[src/rtl/pf_pkg.sv]
package pf_pkg;

  // Strobes from the control to the slot datapath, one cycle each.
  typedef struct packed {
    logic alloc;      // take lowest free slot for the stage-1 hint
    logic merge;      // hint matched an occupied slot
    logic dropHit;    // hint line already resident
    logic dropFull;   // no free slot
    logic launch;     // latch lowest pending slot as the current request
    logic issueDone;  // current request accepted by memory
    logic retire;     // response frees the tagged slot
  } pfStrobe_t;

endpackage

[src/rtl/pf_slot_store.sv]
module pf_slot_store
  import pf_pkg::*;
#(
  parameter int SLOTS  = 4,
  parameter int LINE_W = 42,
  parameter int CNT_W  = 32,
  parameter int TAG_W  = $clog2(SLOTS)
) (
  input  logic              clk,
  input  logic              rst_n,
  input  pfStrobe_t         strb,
  input  logic [LINE_W-1:0] s1Line,
  input  logic              s1Icache,
  input  logic              s1Reuse,
  input  logic [TAG_W-1:0]  rspTag,
  output logic              matchAny,
  output logic              freeAny,
  output logic              pendAny,
  output logic              rspLive,
  output logic [TAG_W-1:0]  issueTag,
  output logic [LINE_W-1:0] fillLine,
  output logic              fillIcache,
  output logic              fillReuse,
  output logic [CNT_W-1:0]  cntAlloc,
  output logic [CNT_W-1:0]  cntHit,
  output logic [CNT_W-1:0]  cntFull,
  output logic [CNT_W-1:0]  cntMerge
);

  logic [SLOTS-1:0]  slotValid;
  logic [SLOTS-1:0]  slotIssued;
  logic [SLOTS-1:0]  slotIcache;
  logic [SLOTS-1:0]  slotReuse;
  logic [LINE_W-1:0] slotLine [SLOTS];
  logic [SLOTS-1:0]  matchVec;
  logic [SLOTS-1:0]  pendVec;
  logic [TAG_W-1:0]  freeIdx;
  logic [TAG_W-1:0]  pendIdx;
  logic [TAG_W-1:0]  issueTagQ;

  function automatic logic [TAG_W-1:0] lowestSet(input logic [SLOTS-1:0] v);
    logic [TAG_W-1:0] idx;
    idx = '0;
    for (int k = SLOTS - 1; k >= 0; k--) begin
      if (v[k]) idx = TAG_W'(k);
    end
    return idx;
  endfunction

  for (genvar g = 0; g < SLOTS; g++) begin : gMatch
    assign matchVec[g] = slotValid[g] && (slotLine[g] == s1Line) && (slotIcache[g] == s1Icache);
  end

  assign pendVec  = slotValid & ~slotIssued;
  assign matchAny = |matchVec;
  assign freeAny  = ~&slotValid;
  assign pendAny  = |pendVec;
  assign freeIdx  = lowestSet(~slotValid);
  assign pendIdx  = lowestSet(pendVec);
  assign rspLive  = slotValid[rspTag] & slotIssued[rspTag];

  assign issueTag   = issueTagQ;
  assign fillLine   = slotLine[issueTagQ];
  assign fillIcache = slotIcache[issueTagQ];
  assign fillReuse  = slotReuse[issueTagQ];

  always_ff @(posedge clk) begin
    if (!rst_n) begin
      slotValid  <= '0;
      slotIssued <= '0;
      slotIcache <= '0;
      slotReuse  <= '0;
      issueTagQ  <= '0;
      cntAlloc   <= '0;
      cntHit     <= '0;
      cntFull    <= '0;
      cntMerge   <= '0;
      for (int k = 0; k < SLOTS; k++) slotLine[k] <= '0;
    end else begin
      if (strb.alloc) begin
        slotValid[freeIdx]  <= 1'b1;
        slotIssued[freeIdx] <= 1'b0;
        slotLine[freeIdx]   <= s1Line;
        slotIcache[freeIdx] <= s1Icache;
        slotReuse[freeIdx]  <= s1Reuse;
      end
      if (strb.launch)    issueTagQ <= pendIdx;
      if (strb.issueDone) slotIssued[issueTagQ] <= 1'b1;
      if (strb.retire) begin
        slotValid[rspTag]  <= 1'b0;
        slotIssued[rspTag] <= 1'b0;
      end
      if (strb.alloc)    cntAlloc <= cntAlloc + 1'b1;
      if (strb.dropHit)  cntHit   <= cntHit + 1'b1;
      if (strb.dropFull) cntFull  <= cntFull + 1'b1;
      if (strb.merge)    cntMerge <= cntMerge + 1'b1;
    end
  end

  // Checker logic: two occupied slots must never hold the same line and cache.
  logic dupAny;
  always_comb begin
    dupAny = 1'b0;
    for (int a = 0; a < SLOTS; a++) begin
      for (int b = a + 1; b < SLOTS; b++) begin
        if (slotValid[a] && slotValid[b] && slotLine[a] == slotLine[b] &&
            slotIcache[a] == slotIcache[b]) dupAny = 1'b1;
      end
    end
  end

  assert_no_duplicate_R3: assert property (@(posedge clk) disable iff (!rst_n) !dupAny);

  assert_alloc_grows_R5: assert property (@(posedge clk) disable iff (!rst_n)
    strb.alloc && !strb.retire |=> $countones(slotValid) == $past($countones(slotValid)) + 1);

  assert_retire_frees_R8: assert property (@(posedge clk) disable iff (!rst_n)
    strb.retire |=> !slotValid[$past(rspTag)]);

  assert_launch_pending_R6: assert property (@(posedge clk) disable iff (!rst_n)
    strb.launch |=> !slotIssued[issueTagQ] && slotValid[issueTagQ]);

endmodule

[src/rtl/pf_hint_ctrl.sv]
module pf_hint_ctrl
  import pf_pkg::*;
#(
  parameter int LINE_W = 42
) (
  input  logic              clk,
  input  logic              rst_n,
  input  logic              hintValid,
  input  logic [LINE_W-1:0] hintLine,
  input  logic              hintIcache,
  input  logic              hintReuse,
  input  logic              lookupHit,
  input  logic              fillReady,
  input  logic              rspValid,
  input  logic              matchAny,
  input  logic              freeAny,
  input  logic              pendAny,
  input  logic              rspLive,
  output pfStrobe_t         strb,
  output logic [LINE_W-1:0] s1Line,
  output logic              s1Icache,
  output logic              s1Reuse,
  output logic              fillValid
);

  logic s1Valid;
  logic busy;

  always_ff @(posedge clk) begin
    if (!rst_n) begin
      s1Valid  <= 1'b0;
      s1Line   <= '0;
      s1Icache <= 1'b0;
      s1Reuse  <= 1'b0;
    end else begin
      s1Valid <= hintValid;
      if (hintValid) begin
        s1Line   <= hintLine;
        s1Icache <= hintIcache;
        s1Reuse  <= hintReuse;
      end
    end
  end

  always_comb begin
    strb = '0;
    if (s1Valid) begin
      if (lookupHit)     strb.dropHit  = 1'b1;
      else if (matchAny) strb.merge    = 1'b1;
      else if (!freeAny) strb.dropFull = 1'b1;
      else               strb.alloc    = 1'b1;
    end
    strb.launch    = !busy && pendAny;
    strb.issueDone = busy && fillReady;
    strb.retire    = rspValid && rspLive;
  end

  always_ff @(posedge clk) begin
    if (!rst_n)              busy <= 1'b0;
    else if (strb.launch)    busy <= 1'b1;
    else if (strb.issueDone) busy <= 1'b0;
  end

  assign fillValid = busy;

endmodule

[src/rtl/pf_hint_dispatch.sv]
module pf_hint_dispatch
  import pf_pkg::*;
#(
  parameter int ADDR_W     = 48,
  parameter int LINE_BYTES = 64,
  parameter int SLOTS      = 4,
  parameter int CNT_W      = 32,
  localparam int OFF_W     = $clog2(LINE_BYTES),
  localparam int LINE_W    = ADDR_W - OFF_W,
  localparam int TAG_W     = $clog2(SLOTS)
) (
  input  logic              clk,
  input  logic              rst_n,
  input  logic              hintValid,
  input  logic [ADDR_W-1:0] hintAddr,
  input  logic              hintIcache,
  input  logic              hintHighReuse,
  output logic              hintReady,
  output logic              lookupValid,
  output logic [ADDR_W-1:0] lookupAddr,
  output logic              lookupIcache,
  input  logic              lookupHit,
  output logic              fillValid,
  input  logic              fillReady,
  output logic [ADDR_W-1:0] fillAddr,
  output logic              fillIcache,
  output logic              fillHighReuse,
  output logic [TAG_W-1:0]  fillTag,
  input  logic              rspValid,
  input  logic [TAG_W-1:0]  rspTag,
  output logic [CNT_W-1:0]  cntAlloc,
  output logic [CNT_W-1:0]  cntHit,
  output logic [CNT_W-1:0]  cntFull,
  output logic [CNT_W-1:0]  cntMerge
);

  pfStrobe_t         strb;
  logic [LINE_W-1:0] s1Line;
  logic              s1Icache;
  logic              s1Reuse;
  logic              matchAny;
  logic              freeAny;
  logic              pendAny;
  logic              rspLive;
  logic [LINE_W-1:0] fillLine;

  assign hintReady    = 1'b1;
  assign lookupValid  = hintValid;
  assign lookupAddr   = hintAddr;
  assign lookupIcache = hintIcache;
  assign fillAddr     = {fillLine, {OFF_W{1'b0}}};

  pf_hint_ctrl #(.LINE_W(LINE_W)) uCtrl (
    .clk        (clk),
    .rst_n      (rst_n),
    .hintValid  (hintValid),
    .hintLine   (hintAddr[ADDR_W-1:OFF_W]),
    .hintIcache (hintIcache),
    .hintReuse  (hintHighReuse),
    .lookupHit  (lookupHit),
    .fillReady  (fillReady),
    .rspValid   (rspValid),
    .matchAny   (matchAny),
    .freeAny    (freeAny),
    .pendAny    (pendAny),
    .rspLive    (rspLive),
    .strb       (strb),
    .s1Line     (s1Line),
    .s1Icache   (s1Icache),
    .s1Reuse    (s1Reuse),
    .fillValid  (fillValid)
  );

  pf_slot_store #(.SLOTS(SLOTS), .LINE_W(LINE_W), .CNT_W(CNT_W), .TAG_W(TAG_W)) uStore (
    .clk        (clk),
    .rst_n      (rst_n),
    .strb       (strb),
    .s1Line     (s1Line),
    .s1Icache   (s1Icache),
    .s1Reuse    (s1Reuse),
    .rspTag     (rspTag),
    .matchAny   (matchAny),
    .freeAny    (freeAny),
    .pendAny    (pendAny),
    .rspLive    (rspLive),
    .issueTag   (fillTag),
    .fillLine   (fillLine),
    .fillIcache (fillIcache),
    .fillReuse  (fillHighReuse),
    .cntAlloc   (cntAlloc),
    .cntHit     (cntHit),
    .cntFull    (cntFull),
    .cntMerge   (cntMerge)
  );

  assert_fill_hold_R7: assert property (@(posedge clk) disable iff (!rst_n)
    fillValid && !fillReady |=> fillValid && $stable(fillTag) && $stable(fillAddr) &&
                                $stable(fillIcache) && $stable(fillHighReuse));

  assert_hit_no_slot_R2: assert property (@(posedge clk) disable iff (!rst_n)
    $past(hintValid) && lookupHit |-> !strb.alloc && !strb.merge && !strb.dropFull);

endmodule

[config.mk]
export PLATFORM = sky130hd
export DESIGN_NAME = pf_hint_dispatch
export DESIGN_NICKNAME = d
export VERILOG_FILES = /design/src/rtl/pf_pkg.sv /design/src/rtl/pf_slot_store.sv /design/src/rtl/pf_hint_ctrl.sv /design/src/rtl/pf_hint_dispatch.sv
export SDC_FILE = /design/constraint.sdc
export NUM_CORES = 1
export LEC_CHECK = 0
export ABC_AREA = 1
export CORE_MARGIN = 1.5
export CORE_UTILIZATION = 30
export CTS_CLUSTER_SIZE = 30
export DETAILED_ROUTE_END_ITERATION = 10
export DONT_BUFFER_PORTS = 1
export PLACE_DENSITY = 0.46
export SKIP_LAST_GASP = 1
export SYNTH_ARGS = -nofsm -noshare
export SYNTH_HDL_FRONTEND = slang
export SYNTH_SLANG_ARGS = --single-unit
[constraint.sdc]
create_clock -name clk -period 3.47 [get_ports clk]
set_input_delay 0.5205 -clock clk [delete_from_list [all_inputs] [get_ports clk]]
set_output_delay 0.5205 -clock clk [all_outputs]
set_load 0.01 [all_outputs]
==> metrics.md <==
| Metric | Value |
|---|---|
| Status | `completed` |
| IO Count | `290` |
| Yosys warns | `0` |
| Minimum clock period | `3.11 ns` |
| Commonest non-fill, non-tap cell in the layout | `nand2_1` |
| Synth Area per Inst | `6.92 um^2` |
| Hold Slack | `0.0804 ns` |
| Total grt overflow | `0` |
| PnR worst setup slack | `0.358 ns` |
| Chip width | `269 um` |
| Layout cells sized above 1 | `6.39%` |
| Clock Path Buffers | `3` |
| Starting Density | `30.3%` |
| Vias per cell | `5.07` |
| Sink Count | `362` |
| CP arrival | `2.59 ns` |
| Netlist Area Pre-Place | `21200 um^2` |
| Largest net degree at the start of global routing | `111` |
| Final wirelength | `88000 um` |
| Skew-Pair Late Insertion Delay | `0.61 ns` |
| Htree depth | `2` |
| Crit Path Class | `register to output port` |
| RSZ-0062 raised after global routing | `no` |
| Final Hold Fails | `0` |
| Root Buffer | `clkbuf_16` |
| Hold crit path type | `primary input to register` |
| Wire per inst | `22.1 um` |
| Via count | `20.1k` |
| Die Ht | `269 um` |
| Post-synth EDFFs | `168` |
| Drt drc | `0` |
| Crit share post-route | `89.7%` |
| Setup violators final | `0` |
| First-pass GRT wire length | `128000 um` |
| Port Buf Inserts | `0` |
| CTS buffer count | `47` |
| CP Max Fanout | `24` |
| Row Count | `97` |
| Sequential area share after synthesis | `42.1%` |
| Pwr per Cell Area | `464 nW/um^2` |
| Req. time, crit path | `2.95 ns` |
| Core area | `70000 um^2` |
| Multi-input gate area | `9870 um^2` |
| FFs w/ async S/R, synth | `0%` |
| Synth-to-layout area growth | `10.9%` |
| Max-cap viol count | `0` |
| Vias in the first global route | `19.2k` |
| Placed Instances | `3885` |
| CTS tree | `built` |
| Fillcell total | `7626` |
| Setup TNS | `0 ns` |
| Slew HR | `42.4%` |
| Number of synthesized register bits | `362` |
| Leakage Power | `0.00941 uW` |
| GRT Overall Usage | `23.9%` |
| Layout Cells excl Fill | `3977` |
| Unique masters post-synth | `49` |
| Die area | `72300 um^2` |
| Syn Inst Count | `3066` |
| Starting DRC count in detailed routing | `1750` |
| Fin. max-slew vios | `0` |
| Routability congestion estimate | `1.02` |
| Clk_skew | `0.0464 ns` |
| Fmax | `0.321 GHz` |
| CTS clk-pin slew, worst paths | `0.06 ns` |
| Worst VDD drop | `343 uV` |
| DRT antenna net count | `0` |
| Seq. cell area | `8930 um^2` |
| Primary FF master, synth | `dfxtp_1` |
| DP HPWL | `66000 um` |
| Final net count | `3060` |
| Most frequent cells in the layout | `840 x nand2_1, 418 x nor2_1, 341 x inv_1` |
| Initial antenna violation count | `5` |
| Setup WS pre-CTS | `0.168 ns` |
| 1st-pass router iterations | `5` |
| CP startpoint kind | `register` |
| Critical path endpoint category | `output port` |
| Worst Max-Slew Pin Slew | `0.855 ns` |
==> critical path, cell delays in order (launching register included) <==
cell,delay (ns)
dfxtp_2,0.37
clkinv_2,0.41
buf_4,0.37
o21ai_0,0.16
a21oi_1,0.06
a21oi_1,0.39
buf_4,0.21
==> final timing paths <==
| path | end | from | slack (ns) | cells after the start |
|---|---|---|---|---|
| setup / recovery | fillAddr[6] | register | 0.36 | 6 |
| hold / removal | uCtrl.s1Line[9] | rst_n | 0.08 | 2 |
| setup reg to reg | uStore.slotLine[1][32] | uCtrl.s1Line[40] | 0.39 | 16 |
| hold reg to reg | uStore.slotIssued[2] | uStore.slotIssued[2] | 0.50 | 2 |
==> layout make-up <==
cell class | instances | area share (%)
clock inverters | 16 | 0.527
inverters | 389 | 6.22
well taps | 940 | 5.00
flip-flops and latches | 362 | 38.0
multi-input cells | 2150 | 42.0
clock buffers | 71 | 6.03
diodes | 1 | 0.0106
repair buffers | 48 | 2.29
==> report_power, final <==
group | total (uW) | internal (uW) | switching, uW
combinational | 1240 | 314 | 926
sequential | 4740 | 4590 | 153
clock | 4930 | 2890 | 2040
total | 10900 | 7790 | 3120
==> through the flow <==
| stage | power, uW | cell area [um^2] | utilization (%) |
|---|---|---|---|
| after floorplan | 5590 | 21200 | - |
| after global placement | 6060 | 21900 | 31.3 |
| after detailed placement | 6060 | 21900 | 31.3 |
| after CTS | 11000 | 23500 | 33.6 |
| after global routing | 11300 | 23500 | 33.6 |
| final | 10900 | 23500 | 33.6 |
==> synth_stat cells (2+ instances only) <==
cell type,n,area [um^2]
or2_1,2,12.5
nor3b_1,2,15.0
nand2_1,844,3170
ha_1,4,50.1
o21ai_0,150,751
nand2_4,2,22.5
inv_2,42,158
buf_1,4,15.0
a211oi_1,2,15.0
buf_2,34,170
o21bai_1,14,105
o21a_1,3,22.5
or2_2,2,12.5
xnor2_1,53,464
buf_4,58,435
o22ai_1,7,43.8
o21ai_1,3,15.0
nor4_1,16,100
conb_1,2,7.51
buf_6,3,33.8
clkbuf_1,62,233
o211ai_1,3,22.5
clkinv_1,3,11.3
nand2_2,4,25.0
buf_8,4,60.1
nand3b_1,2,15.0
nor2_2,8,50.1
a21oi_1,199,996
nor2_4,2,22.5
nand3_1,107,536
clkbuf_2,5,25.0
edfxtp_1,168,5040
a22oi_1,2,15.0
nand4_1,104,651
nor3_1,137,686
and2_1,6,37.5
xor2_1,38,333
dfxtp_1,194,3880
inv_1,344,1290
nor2_1,418,1570
==> kinds of logic after synthesis <==
| group | share of synthesized area, % |
|---|---|
| buffers and inverters | 11.5 |
| other | 0.0354 |
| and+or+nand+nor | 32.8 |
| xor gates and xnor gates | 3.76 |
| adders and majority gates | 0.236 |
| AOI/OAI and AO/OA | 9.56 |
| DFF | 42.1 |
==> flip-flops by register name, summed over array words and instances (netlist names), named ones only <==
| signal | count |
|---|---|
| uCtrl.fillValid | 1 |
| uCtrl.s1Icache | 1 |
| uCtrl.s1Line | 42 |
| uCtrl.s1Reuse | 1 |
| uCtrl.s1Valid | 1 |
| uStore.cntAlloc | 32 |
| uStore.cntFull | 32 |
| uStore.cntHit | 32 |
| uStore.cntMerge | 32 |
| uStore.issueTag | 2 |
| uStore.slotIcache | 4 |
| uStore.slotIssued | 4 |
| uStore.slotLine | 168 |
| uStore.slotReuse | 4 |
| uStore.slotValid | 4 |
==> metal layers <==
layer,up-vias,wire [um],GRT usage (%)
met5,-,46,0
met4,6,2240,6.44
met3,108,6470,5.19
met2,690,39800,38.4
met1,9651,39400,32.2
li1,9692,-,-
==> repair_timing <==
| item | 4_1_cts | 5_1_grt |
|---|---|---|
| setup endpoints to repair | 0 | 140 |
| setup buffers | 0 | 3 |
| gates resized for setup | 0 | 0 |
| endpoints found under the hold margin | 1 | 0 |
| hold buffers | 1 | 0 |
(Power assumes the default switching activity.)
